**config.mk**
```make
export PLATFORM = sky130hd
export DESIGN_NAME = pairbuf_top
export DESIGN_NICKNAME = d
export VERILOG_FILES = /design/src/rtl/pairbuf_pkg.sv /design/src/rtl/pairbuf_ctrl.sv /design/src/rtl/pairbuf_dp.sv /design/src/rtl/pairbuf_top.sv
export SDC_FILE = /design/constraint.sdc
export NUM_CORES = 1
export LEC_CHECK = 0
export BUFFER_PORTS_ARGS = -buffer_cell sky130_fd_sc_hd__buf_4
export CAP_MARGIN = 20
export CELL_PAD_IN_SITES_DETAIL_PLACEMENT = 1
export CELL_PAD_IN_SITES_GLOBAL_PLACEMENT = 2
export CORE_MARGIN = 2
export CORE_UTILIZATION = 39
export CTS_CLUSTER_DIAMETER = 50
export DETAILED_ROUTE_END_ITERATION = 8
export GPL_ROUTABILITY_DRIVEN = 1
export GPL_TIMING_DRIVEN = 0
export PLACE_DENSITY = 0.8
export SYNTH_ARGS = -nofsm -noshare
export SYNTH_HDL_FRONTEND = slang
export SYNTH_SLANG_ARGS = --single-unit
```
**constraint.sdc**
```tcl
create_clock -name clk -period 5.8 [get_ports clk]
set_input_delay 0.87 -clock clk [delete_from_list [all_inputs] [get_ports clk]]
set_output_delay 0.87 -clock clk [all_outputs]
set_load 0.03 [all_outputs]
```
**src/rtl/pairbuf_pkg.sv**
```systemverilog
package pairbuf_pkg;

  typedef enum logic {
    MODE_SEQ = 1'b0,
    MODE_FB  = 1'b1
  } addrMode_e;

  // reverse the low `bits` bits of v
  function automatic logic [15:0] bitRev(input logic [15:0] v, input int bits);
    logic [15:0] r;
    r = '0;
    for (int i = 0; i < bits; i++) r[i] = v[bits-1-i];
    return r;
  endfunction

endpackage

```
**src/rtl/pairbuf_ctrl.sv**
```systemverilog
module pairbuf_ctrl
  import pairbuf_pkg::*;
#(
  parameter int COLS = 4,
  parameter int CW   = 2,
  parameter type strobe_t = logic
) (
  input  logic    clk,
  input  logic    rst,
  input  logic    inValid,
  output strobe_t strb
);

  logic [CW-1:0] stepQ;
  addrMode_e     modeQ;
  logic          filledQ;
  logic          lastBeat;
  logic [CW-1:0] revStep;
  logic [CW-1:0] negRev;
  logic [CW-1:0] mirrorCol;

  assign lastBeat = inValid && (stepQ == CW'(COLS - 1));

  always_ff @(posedge clk) begin
    if (rst) begin
      stepQ   <= '0;
      modeQ   <= MODE_SEQ;
      filledQ <= 1'b0;
    end else if (inValid) begin
      stepQ <= lastBeat ? '0 : stepQ + 1'b1;
      if (lastBeat) begin
        modeQ   <= (modeQ == MODE_SEQ) ? MODE_FB : MODE_SEQ;
        filledQ <= 1'b1;
      end
    end
  end

  // lower column holding the partner of the upper column: rev(C - rev(step))
  always_comb begin
    revStep   = CW'(bitRev(16'(stepQ), CW));
    negRev    = '0 - revStep;
    mirrorCol = CW'(bitRev(16'(negRev), CW));
  end

  always_comb begin
    strb.wr    = inValid;
    strb.emit  = inValid && filledQ;
    strb.upCol = stepQ;
    strb.loCol = (modeQ == MODE_FB) ? mirrorCol : stepQ;
    strb.rev   = revStep;
  end

endmodule

```
**src/rtl/pairbuf_dp.sv**
```systemverilog
module pairbuf_dp #(
  parameter int LANES = 8,
  parameter int DW    = 16,
  parameter int COLS  = 4,
  parameter int CW    = 2,
  parameter int KW    = 5,
  parameter type strobe_t = logic
) (
  input  logic                     clk,
  input  logic                     rst,
  input  strobe_t                  strb,
  input  logic [LANES*DW-1:0]      inLanes,
  output logic                     outValid,
  output logic [LANES/2*DW-1:0]    outUpper,
  output logic [LANES/2*DW-1:0]    outLower,
  output logic [LANES/2*KW-1:0]    outK
);

  localparam int G = LANES / 2;

  logic [LANES-1:0][DW-1:0] rdAll;
  logic                     validQ;
  logic [CW-1:0]            revQ;

  for (genvar l = 0; l < LANES; l++) begin : g_lane
    logic [DW-1:0] mem [COLS];
    logic [DW-1:0] rdQ;
    logic [CW-1:0] addr;

    if (l < G) begin : g_up
      assign addr = strb.upCol;
    end else begin : g_lo
      assign addr = strb.loCol;
    end

    // read-first: old word leaves while the new word lands
    always_ff @(posedge clk) begin
      if (strb.wr) mem[addr] <= inLanes[l*DW +: DW];
    end

    always_ff @(posedge clk) begin
      if (rst)          rdQ <= '0;
      else if (strb.wr) rdQ <= mem[addr];
    end

    assign rdAll[l] = rdQ;
  end

  always_ff @(posedge clk) begin
    if (rst) begin
      validQ <= 1'b0;
      revQ   <= '0;
    end else begin
      validQ <= strb.emit;
      if (strb.wr) revQ <= strb.rev;
    end
  end

  assign outValid = validQ;

  for (genvar p = 0; p < G; p++) begin : g_pair
    localparam int JZERO = (p == 0) ? 0 : G - p;
    localparam int JMIR  = G - 1 - p;
    localparam logic [KW-1:0] BASE = KW'(p * COLS);

    assign outUpper[p*DW +: DW] = rdAll[p];
    assign outLower[p*DW +: DW] = (revQ == '0) ? rdAll[G + JZERO] : rdAll[G + JMIR];
    assign outK[p*KW +: KW]     = BASE | {{(KW-CW){1'b0}}, revQ};
  end

endmodule

```
**src/rtl/pairbuf_top.sv**
```systemverilog
module pairbuf_top #(
  parameter int N     = 32,
  parameter int LANES = 8,
  parameter int DW    = 16
) (
  input  logic                         clk,
  input  logic                         rst,
  input  logic                         inValid,
  input  logic [LANES*DW-1:0]          inLanes,
  output logic                         outValid,
  output logic [LANES/2*DW-1:0]        outUpper,
  output logic [LANES/2*DW-1:0]        outLower,
  output logic [LANES/2*$clog2(N)-1:0] outK
);

  localparam int COLS = N / LANES;
  localparam int CW   = $clog2(COLS);
  localparam int KW   = $clog2(N);

  typedef struct packed {
    logic          wr;
    logic          emit;
    logic [CW-1:0] upCol;
    logic [CW-1:0] loCol;
    logic [CW-1:0] rev;
  } strobe_t;

  strobe_t strb;

  pairbuf_ctrl #(.COLS(COLS), .CW(CW), .strobe_t(strobe_t)) u_ctrl (
    .clk     (clk),
    .rst     (rst),
    .inValid (inValid),
    .strb    (strb)
  );

  pairbuf_dp #(
    .LANES(LANES), .DW(DW), .COLS(COLS), .CW(CW), .KW(KW), .strobe_t(strobe_t)
  ) u_dp (
    .clk      (clk),
    .rst      (rst),
    .strb     (strb),
    .inLanes  (inLanes),
    .outValid (outValid),
    .outUpper (outUpper),
    .outLower (outLower),
    .outK     (outK)
  );

endmodule

```
==> results of run 1 <==
## critical path: cells and delay by family, from the launching register on
family        cells  cell delay [ns]
flops             1             0.38
buf+inv           7             2.07
fa+ha+maj         1             0.33
mux               1             0.54
simple gates      1             0.56
## routing by layer
metal	vias up	wire length, µm	track usage [%]
met4	12	1350	5.88
met3	104	4400	5.53
met1	6675	25200	23.3
li1	5947	-	-
met5	-	84	0
met2	371	30500	31.7
## worst min path at each step
| stage | startpoint | end | slack [ns] | cells past startpoint |
|---|---|---|---|---|
| detailed placement | u_ctrl.filledQ | u_dp.outValid | 0.43 | 2 |
| global placement | u_ctrl.filledQ | u_dp.outValid | 0.43 | 2 |
| finish | u_ctrl.filledQ | u_dp.outValid | 0.45 | 2 |
| floorplan | u_ctrl.filledQ | u_dp.outValid | 0.42 | 2 |
| global route | inLanes[47] | u_dp.g_lane[2].mem[0][15] | 0.44 | 1 |
| CTS | inLanes[47] | u_dp.g_lane[2].mem[1][15] | 0.43 | 1 |
## kinds of logic (layout without fill, tap and decap cells)
| logic type | after synthesis | in the layout |
|---|---|---|
| AO/OA/AOI/OAI | 66 | 66 |
| flip-flops | 647 | 647 |
| buffers and inverters | 101 | 511 |
| other | 2 | 13 |
| AND/OR/NAND/NOR | 148 | 148 |
| multiplexers | 387 | 387 |
| adder cells (fa/ha/maj) | 4 | 4 |
| XOR/XNOR | 1 | 1 |
## placed cells by master (no fill, tap or decap), drive strengths merged, types with 6 or more instances in the layout
master | Yosys | routed
mux2i | 195 | 195
dfxtp | 135 | 135
bufinv | 0 | 9
inv | 2 | 6
buf | 71 | 346
clkinv | 0 | 19
conb | 2 | 12
mux2 | 128 | 128
edfxtp | 512 | 512
o22ai | 65 | 65
clkbuf | 28 | 130
nand2b | 66 | 66
mux4 | 64 | 64
nor2 | 73 | 73
## flip-flops by register name, indices dropped and copies added, names as in the netlist
name             count
u_dp.g_lane.rdQ    128
u_ctrl.stepQ         2
u_dp.g_lane.mem    512
u_ctrl.modeQ         1
u_ctrl.filledQ       1
u_dp.revQ            2
u_dp.outValid        1
## cell type report
cell class              count  area (µm²)
flip-flops and latches    647       18100
inverters                   2        7.51
repair buffers            275        2240
well taps                 846        1060
multi-input cells         618        6110
diodes                      1        2.50
fillers                  5960       32200
clock inverters            33         479
plain buffers              99         609
clock buffers             102        2090
## power by group through the flow
stage / clock network (W) / registers [W] / logic (W)
final: 0.00483 / 0.00537 / 0.00124
after detailed placement: 0 / 0.00546 / 0.00125
after global routing: 0.00511 / 0.00538 / 0.00133
after CTS: 0.00495 / 0.00537 / 0.00126
after floorplan: 0 / 0.00550 / 0.000700
after global placement: 0 / 0.00548 / 0.00120
## stage by stage
stage	setup TNS [ns]	std cells	area [µm²]
5_1_grt	0	2622	30700
3_3_place_gp	-799.00	2477	27800
3_5_place_dp	0	2487	28100
6_report	0	2623	30700
4_1_cts	0	2622	30700
2_1_floorplan	0	1366	24800
==> out/metrics.yaml, run 1 <==
placement:
  portBuffers: 265
  dp_slack_ns: 1.45
  gp_congestion: 0.837
  dp.final_hpwl_mm: 41.1
yosys:
  synth_warnings: 0
  synthSimpleGateAreaFrac_pct: 2.98
  syn_area_per_cell_um2: 18.2
  ys_ff_latch: 647
  synth.distinct_cells: 25
  yosysMostFrequentCell: "edfxtp_1"
  synth_area_leader_cell: "edfxtp_1"
  yosysTopAreaCellShare_pct: 62.1
  synth_top_family_by_area: "multiplexers"
  synth-main-ff-cell: "edfxtp_1"
  syn_area_um2: 24700
  yosys-top-cells-area: "edfxtp_1 62%, dfxtp_1 11%, mux2i_1 7.9%"
  async_flop_share_pct: 0
  yosys-top-cells-count: "512 x edfxtp_1, 195 x mux2i_1, 135 x dfxtp_1"
  synthCells: 1356
  synthAdderAreaFrac_pct: 0.202
  synth.area.mux_share_pct: 19.5
  yosysSeqAreaShare_pct: 73.1
  synth_xor_area_share_pct: 0.0354
  synth-edff-count: 512
  synth_compound_gate_area_share_pct: 1.66
worst_setup_path:
  r2r_end: "u_dp.g_lane[5].mem[2][0]"
  crit_path_end: "u_dp.g_lane[5].mem[2][0]"
  critical_path.max_fanout: 35
  worstSetupPathType: "reg2reg"
  end_kind: "flip-flop"
  worst_path_max_delay_cell: "and3_4"
  timing.rr.start: "u_ctrl.stepQ[1]"
  cp.required_ns: 6.08
  crit_path_cell_trace: "buf_2 > buf_2 > buf_2 > inv_1 > ha_1 > mux2i_1 > buf_2 > buf_6 > and3_4 > buf_16"
  timing.critical_path.from: "u_ctrl.stepQ[1]"
  cp_data_arrival_time_ns: 4.55
  startpoint_type: "flip-flop"
  critPathMaxStageDelay_ns: 0.56
  cpMostUsedCell: "buf_2"
  ff2ff_setup_slack_ns: 1.53
  r2r.worst_path.cells: 10
cts:
  cts_buffers: 74
  cts_htree_levels: 3
  cts_root_buf: "clkbuf_16"
  tritoncts: "yes"
  ctsHoldBuffers: 0
  cts_resized: 0
  worstSkewPairLatency_ns: 0.60
  cts.path.max_buffers: 3
  clk_pin_slew_ns: 0.06
  post_cts_buffers: 0
  cts_num_sinks: 647
detailed_routing:
  first_pass_iters: 4
  drt_iter0_markers: 645
  ant_nets: 0
  vias: 13100
  via_per_inst: 5.00
  drc: 0
  post_drt_wl_per_cell_um: 23.5
  wl_mm: 61.6
timing:
  finalHoldViolCount: 0
  max_slew_margin_pct: 45.9
  max_freq_ghz: 0.234
  hold-worst-slack_ns: 0.450
  slew_violations: 0
  rsz0062_at_grt: "no"
  setup_viol: 0
  worst_pin_slew_ns: 0.812
  period_needed_ns: 4.27
  period_share_pct: 73.6
  finClkSkew_ns: 0.0136
  fin_ws_ns: 1.53
power:
  power.internal_w: 0.00875
  power_frac_clock_pct: 42.2
  p_total_w: 0.0114
  irDropWorstVdd_mv: 0.273
  p_leak_nw: 11.0
  p_sw_w: 0.00269
  pwr-share-comb_pct: 10.8
  power_frac_seq_pct: 47.0
  power.density_nw_per_um2: 373
  switching_share_pct: 23.5
global_routing:
  grt.total_usage_pct: 18.8
  grt_pass1_vias: 14500
  antenna_found_initial: 6
  globalRouteOverflowTotal: 0
  grt_pass1_wl_mm: 92.2
  grt_max_degree: 55
hold_path:
  hold_path.class: "reg2reg"
die:
  dieArea_um2: 65500
  start_util_pct: 39.4
  fp.dieH_um: 256
  core_area_um2: 62900
  dieWidth_um: 256
  io_pins: 280
  num_rows: 92
run_status:
  status: "complete, no violations"
cells_and_area:
  drive_gt1_share_pct: 37.1
  post-route-util_pct: 48.8
  finalNetCount: 1852
  syn_to_final_growth_pct: 24.0
run:
  cap_viol_max_count: 0
Power figures use the tool's default switching activity.
==> inputs of run 2 (changes only) <==
--- a/config.mk
+++ b/config.mk
@@ -5,17 +5,18 @@
 export SDC_FILE = /design/constraint.sdc
 export NUM_CORES = 1
 export LEC_CHECK = 0
+export ABC_AREA = 1
 export BUFFER_PORTS_ARGS = -buffer_cell sky130_fd_sc_hd__buf_4
 export CAP_MARGIN = 20
 export CELL_PAD_IN_SITES_DETAIL_PLACEMENT = 1
 export CELL_PAD_IN_SITES_GLOBAL_PLACEMENT = 2
 export CORE_MARGIN = 2
-export CORE_UTILIZATION = 39
+export CORE_UTILIZATION = 38
 export CTS_CLUSTER_DIAMETER = 50
 export DETAILED_ROUTE_END_ITERATION = 8
 export GPL_ROUTABILITY_DRIVEN = 1
 export GPL_TIMING_DRIVEN = 0
-export PLACE_DENSITY = 0.8
+export PLACE_DENSITY = 0.87
 export SYNTH_ARGS = -nofsm -noshare
 export SYNTH_HDL_FRONTEND = slang
 export SYNTH_SLANG_ARGS = --single-unit
==> constraint.sdc (replaced) <==
create_clock -name clk -period 3.95 [get_ports clk]
set_input_delay 0.5925 -clock clk [delete_from_list [all_inputs] [get_ports clk]]
set_output_delay 0.5925 -clock clk [all_outputs]
set_load 0.03 [all_outputs]
==> run 2 against run 1 <==
Effect of this change:
- sequential share of layout area shrank 4.0 points
- setup slack lost 1.3 ns
- register-to-register slack lost 1.3 ns
- sequential power grew 46%
- clock power grew 53%
- design area grew 7.2%
- first-iteration DRC count grew 120%
- core utilization shrank 1.7 points
- highest routed layer unchanged
==> out/metrics.yaml, run 2 <==
cts:
  worstSkewPairLatency_ns: 0.63
  cts_htree_levels: 3
  ctsHoldBuffers: 0
  cts_root_buf: "clkbuf_16"
  cts_resized: 0
  post_cts_buffers: 0
  cts_buffers: 79
  clk_pin_slew_ns: 0.06
  cts_num_sinks: 647
  cts.path.max_buffers: 3
  tritoncts: "yes"
yosys:
  synth_warnings: 0
  yosysMostFrequentCell: "edfxtp_1"
  syn_area_um2: 26700
  syn_area_per_cell_um2: 10.3
  yosysTopAreaCellShare_pct: 57.6
  yosys-top-cells-count: "512 x edfxtp_1, 457 x inv_1, 385 x nand3_1"
  synth-main-ff-cell: "edfxtp_1"
  async_flop_share_pct: 0
  synth-edff-count: 512
  synth.distinct_cells: 21
  synthCells: 2599
  synth_area_leader_cell: "edfxtp_1"
  yosysSeqAreaShare_pct: 67.7
  yosys-top-cells-area: "edfxtp_1 58%, dfxtp_1 10%, nand3_1 7.2%"
  ys_ff_latch: 647
detailed_routing:
  post_drt_wl_per_cell_um: 21.2
  vias: 20000
  wl_mm: 84.4
  ant_nets: 0
  first_pass_iters: 5
  drt_iter0_markers: 1425
  via_per_inst: 5.03
  drc: 0
global_routing:
  globalRouteOverflowTotal: 0
  grt_pass1_wl_mm: 127
  grt_max_degree: 52
  grt_pass1_vias: 21400
  grt.total_usage_pct: 23.4
  antenna_found_initial: 9
cells_and_area:
  fill_cells: 7716
  final_common_cell: "edfxtp_1"
  reg.largest.list: "u_dp.g_lane.mem x512, u_dp.g_lane.rdQ x128"
  drive_gt1_share_pct: 16.0
  largest_register_ffs: 512
  regMostFlops: "u_dp.g_lane.mem"
  fin_cells: 3977
  post-route-util_pct: 47.1
  finalNetCount: 3105
  most-common-layout-cells: "512 x edfxtp_1, 453 x inv_1, 385 x nand3_1, 321 x nor2_1, 297 x buf_4"
  syn_to_final_growth_pct: 23.3
placement:
  portBuffers: 266
  dp.final_hpwl_mm: 58.6
  numPlacedInstances: 3829
  gp_congestion: 0.900
  dp_slack_ns: -0.0540
worst_setup_path:
  timing.rr.start: "u_ctrl.stepQ[0]"
  worst-path-buf-inv: 6
  worstSetupPathType: "reg2reg"
  cpLargestDelayFamily: "buffers and inverters"
  crit_path_end: "u_dp.g_lane[5].mem[3][14]"
  startpoint_type: "flip-flop"
  r2r_end: "u_dp.g_lane[5].mem[3][14]"
  cp.required_ns: 4.24
  r2r.worst_path.cells: 9
  worst-path-stages: 9
  cp_data_arrival_time_ns: 3.97
  ff2ff_setup_slack_ns: 0.27
  critPathMaxStageDelay_ns: 0.76
  crit_path_cell_trace: "inv_2 > buf_4 > buf_2 > ha_1 > nand2_1 > buf_2 > buf_2 > a21oi_4 > buf_12"
  critical_path.max_fanout: 23
  cpMostUsedCell: "buf_2"
  end_kind: "flip-flop"
  worst_path_max_delay_cell: "a21oi_4"
  timing.critical_path.from: "u_ctrl.stepQ[0]"
timing:
  setup_viol: 0
  period_needed_ns: 3.68
  finClkSkew_ns: 0.0218
  rsz0062_at_grt: "no"
  hold-worst-slack_ns: 0.167
  fin_ws_ns: 0.274
  worst_pin_slew_ns: 1.18
  slew_violations: 0
  period_share_pct: 93.1
  finalHoldViolCount: 0
  max_slew_margin_pct: 21.3
  max_freq_ghz: 0.272
die:
  dieArea_um2: 72400
  start_util_pct: 38.2
  io_pins: 280
  fp.dieH_um: 269
  num_rows: 97
  dieWidth_um: 269
  core_area_um2: 69800
run:
  cap_viol_max_count: 0
power:
  power.density_nw_per_um2: 527
  p_leak_nw: 14.0
  irDropWorstVdd_mv: 0.402
hold_path:
  hold_path.class: "in2reg"
run_status:
  status: "complete, no violations"
[run 2: cell types whose count changed after synthesis, moves of 64 or more]
cell / previous run / this run
nand2_1: 3 / 269
mux2_2: 128 / 0
mux2i_1: 195 / 0
nand2b_1: 66 / 0
o211ai_1: 0 / 64
o22ai_1: 65 / 0
a21oi_1: 1 / 71
inv_1: 2 / 457
nand3_1: 0 / 385
nor2_1: 72 / 322
mux4_2: 64 / 0
o21ai_0: 0 / 192
[run 2: kinds of logic (layout without fill, tap and decap cells)]
| logic type | Yosys count | count (layout) | share of synthesized area (%) |
|---|---|---|---|
| simple gates | 981 | 981 | 15.7 |
| other cells | 2 | 15 | 0.0281 |
| buf+inv | 638 | 1063 | 9.66 |
| fa+ha+maj | 4 | 4 | 0.188 |
| compound gates | 327 | 327 | 6.73 |
| flops | 647 | 647 | 67.7 |
[run 2: stage by stage]
stage	TNS [ns]	total power [W]	area, µm²
global route	0	0.0180	32900
floorplan	0	0.00915	26700
CTS	0	0.0175	32900
global placement	-814.93	0.0100	29900
detailed placement	-1.30	0.0101	30200
finish	0	0.0173	32900
[run 2: worst min-delay path by stage]
stage,slack (ns),from,to,cells after the start
after floorplan,0.41,u_ctrl.filledQ,u_dp.outValid,2
after detailed placement,0.44,u_ctrl.filledQ,u_dp.outValid,2
final,0.17,inLanes[64],u_dp.g_lane[4].mem[2][0],1
after global routing,0.15,inLanes[28],u_dp.g_lane[1].mem[3][12],1
after global placement,0.43,u_ctrl.filledQ,u_dp.outValid,2
after CTS,0.14,inLanes[120],u_dp.g_lane[7].mem[0][8],1
[run 2: layer usage]
layer  vias up  part of all wire, %  GRT usage (%)
met1      9999                   40           28.8
li1       9308                    -              -
met5         -                0.083              0
met3       115                  6.9           5.11
met4        12                  2.2           6.68
met2       555                   51           41.1
[run 2: report_power, final]
group	switching [W]	internal, W
clock network	0.00292	0.00445
logic	0.00148	0.000663
registers	0.000129	0.00770
total	0.00453	0.0128
[run 2: area by class of cell]
class                           count  area [µm²]  area share (%)
Tap cell                          940        1180            3.57
Clock inverter                     37         435            1.32
Sequential cell                   647       18100            54.9
Antenna cell                        3        7.51          0.0228
Clock buffer                      108        2230            6.78
Inverter                          459        1740            5.27
Buffer                            179         855            2.60
Multi-Input combinational cell   1324        6090            18.5
Timing Repair Buffer              280        2290            6.97
==> inputs of run 3 (changes only) <==
--- a/config.mk
+++ b/config.mk
@@ -11,12 +11,12 @@
 export CELL_PAD_IN_SITES_DETAIL_PLACEMENT = 1
 export CELL_PAD_IN_SITES_GLOBAL_PLACEMENT = 2
 export CORE_MARGIN = 2
-export CORE_UTILIZATION = 38
+export CORE_UTILIZATION = 34
 export CTS_CLUSTER_DIAMETER = 50
 export DETAILED_ROUTE_END_ITERATION = 8
 export GPL_ROUTABILITY_DRIVEN = 1
 export GPL_TIMING_DRIVEN = 0
-export PLACE_DENSITY = 0.87
+export PLACE_DENSITY = 0.83
 export SYNTH_ARGS = -nofsm -noshare
 export SYNTH_HDL_FRONTEND = slang
 export SYNTH_SLANG_ARGS = --single-unit
==> constraint.sdc (replaced) <==
create_clock -name clk -period 3.3 [get_ports clk]
set_input_delay 0.495 -clock clk [delete_from_list [all_inputs] [get_ports clk]]
set_output_delay 0.495 -clock clk [all_outputs]
set_load 0.03 [all_outputs]
==> run 3 against run 2 <==
Effect of this change:
- routed wire length up 1.2%
- hold slack worse by 0.097 ns
- critical endpoint is now outLower[3]
- cell count is 2.8% higher
- clock power up 19%
==> out/metrics.yaml, run 3 (same netlist as run 2, synthesis figures left out) <==
die:
  num_rows: 102
  fp.dieH_um: 284
  io_pins: 280
  dieWidth_um: 284
  dieArea_um2: 80800
  start_util_pct: 34.4
  core_area_um2: 77600
worst_setup_path:
  r2r_end: "u_dp.g_lane[5].rdQ[1]"
  timing.critical_path.from: "u_dp.revQ[0]"
  startpoint_type: "flip-flop"
  cpLargestDelayFamily: "buffers and inverters"
  timing.rr.start: "u_ctrl.stepQ[0]"
  crit_path_end: "outLower[3]"
  crit_path_cell_trace: "nor2_2 > clkbuf_2 > clkbuf_1 > o21ai_0 > buf_4"
  worst-path-stages: 5
  cp.required_ns: 2.80
  cp_data_arrival_time_ns: 2.72
  critical_path.max_fanout: 10
  worst-path-buf-inv: 3
  critPathMaxStageDelay_ns: 0.67
  ff2ff_setup_slack_ns: 0.17
  r2r.worst_path.cells: 12
  end_kind: "primary output"
  worstSetupPathType: "reg2out"
  worst_path_max_delay_cell: "o21ai_0"
cts:
  cts_root_buf: "clkbuf_16"
  cts.path.max_buffers: 3
  cts_htree_levels: 3
  cts_num_sinks: 647
  worstSkewPairLatency_ns: 0.62
  ctsHoldBuffers: 0
  clk_pin_slew_ns: 0.06
  tritoncts: "yes"
  cts_buffers: 82
timing:
  max_freq_ghz: 0.311
  worst_pin_slew_ns: 1.04
  max_slew_margin_pct: 30.9
  period_share_pct: 97.4
  period_needed_ns: 3.21
  finalHoldViolCount: 0
  setup_viol: 0
  fin_ws_ns: 0.0854
  finClkSkew_ns: 0.0176
  rsz0062_at_grt: "yes"
  tns_ns: 0
  slew_violations: 0
detailed_routing:
  drc: 0
  first_pass_iters: 5
  via_per_inst: 4.87
  wl_mm: 85.4
  ant_nets: 0
  drt_iter0_markers: 1256
  dr_wl_met2_mm: 41.7
  wl_met1_mm: 35.8
  post_drt_wl_per_cell_um: 20.9
  wl_met3_mm: 6.12
  routed.top_layer: "met5"
  vias: 19900
cells_and_area:
  drive_gt1_share_pct: 16.8
  fill_cells: 8713
  most-common-layout-cells: "512 x edfxtp_1, 453 x inv_1, 385 x nand3_1, 320 x nor2_1, 303 x buf_4"
  multiInputGateArea_um2: 6100
  final_common_cell: "edfxtp_1"
  post-route-util_pct: 42.7
  antenna_cells: 0
  largest_register_ffs: 512
  reg.largest.list: "u_dp.g_lane.mem x512, u_dp.g_lane.rdQ x128"
  finalNetCount: 3115
  syn_to_final_growth_pct: 24.0
  stdcell_area_um2: 33100
  seq_area_um2: 18100
  regMostFlops: "u_dp.g_lane.mem"
global_routing:
  grt_max_degree: 49
  grt_pass1_wl_mm: 128
  grt_pass1_vias: 21100
  globalRouteOverflowTotal: 0
  antenna_found_initial: 9
  grt.total_usage_pct: 20.8
placement:
  dp_slack_ns: -0.445
  gp_congestion: 0.893
  portBuffers: 266
  dp.final_hpwl_mm: 59.9
  postPlaceCellArea_um2: 30400
power:
  p_leak_nw: 14.0
  power.density_nw_per_um2: 625
  irDropWorstVdd_mv: 0.473
  p_total_w: 0.0207
run:
  cap_viol_max_count: 0
hold_path:
  hold_path.class: "in2reg"
run_status:
  status: "complete, no violations"
==> run 3: changes by cell type in the layout (fill, tap and decap cells not counted), moves of 4 or more <==
cell	change
buf_1	-4
buf_4	+6
clkbuf_1	-13
clkbuf_2	+10
clkinv_1	+7
clkinv_2	+4
==> run 3: cell type report <==
class | count | area share, %
sequential | 647 | 54.6
multi-input combinational | 1324 | 18.4
timing repair buffer | 287 | 7.13
clock buffer | 101 | 6.63
inverter | 459 | 5.24
tap | 1040 | 3.93
buffer | 178 | 2.61
clock inverter | 51 | 1.41
timing repair inverter | 1 | 0.0151
==> run 3: where the power goes <==
group / switching, W / internal, W
Combinational: 0.00177 / 0.000794
Clock: 0.00357 / 0.00517
Sequential: 0.000158 / 0.00922
Total: 0.00550 / 0.0152
==> run 3: repair_timing <==
item / 4_1_cts / 5_1_grt
resized for setup: 4 / 11
endpoints found under the hold margin: 0 / 0
pin swaps: 1 / 1
setup buffers: 2 / 4
endpoints found under the setup margin: 68 / 61
gates cloned: 0 / 1
==> run 3: worst min path at each step <==
stage,end,depth (start not counted),from,slack [ns]
CTS,u_dp.g_lane[3].mem[1][1],1,inLanes[49],0.04
global placement,u_dp.outValid,2,u_ctrl.filledQ,0.43
floorplan,u_dp.outValid,2,u_ctrl.filledQ,0.41
detailed placement,u_dp.outValid,2,u_ctrl.filledQ,0.45
global route,u_dp.g_lane[1].mem[3][8],1,inLanes[24],0.05
finish,u_dp.g_lane[4].mem[1][2],1,inLanes[66],0.07
==> run 3: metrics by stage <==
step / hold slack, ns / std cells
after floorplan: 0.415 / 2609
after global placement: 0.430 / 3915
after detailed placement: 0.451 / 3930
after CTS: 0.0414 / 4083
after global routing: 0.0540 / 4088
final: 0.0702 / 4088
==> run 3: routing by layer <==
layer / vias to the layer above / track usage [%]
met2: 578 / 35.2
met5: - / 0
met4: 18 / 5.14
li1: 9321 / -
met1: 9866 / 26.7
met3: 121 / 4.98
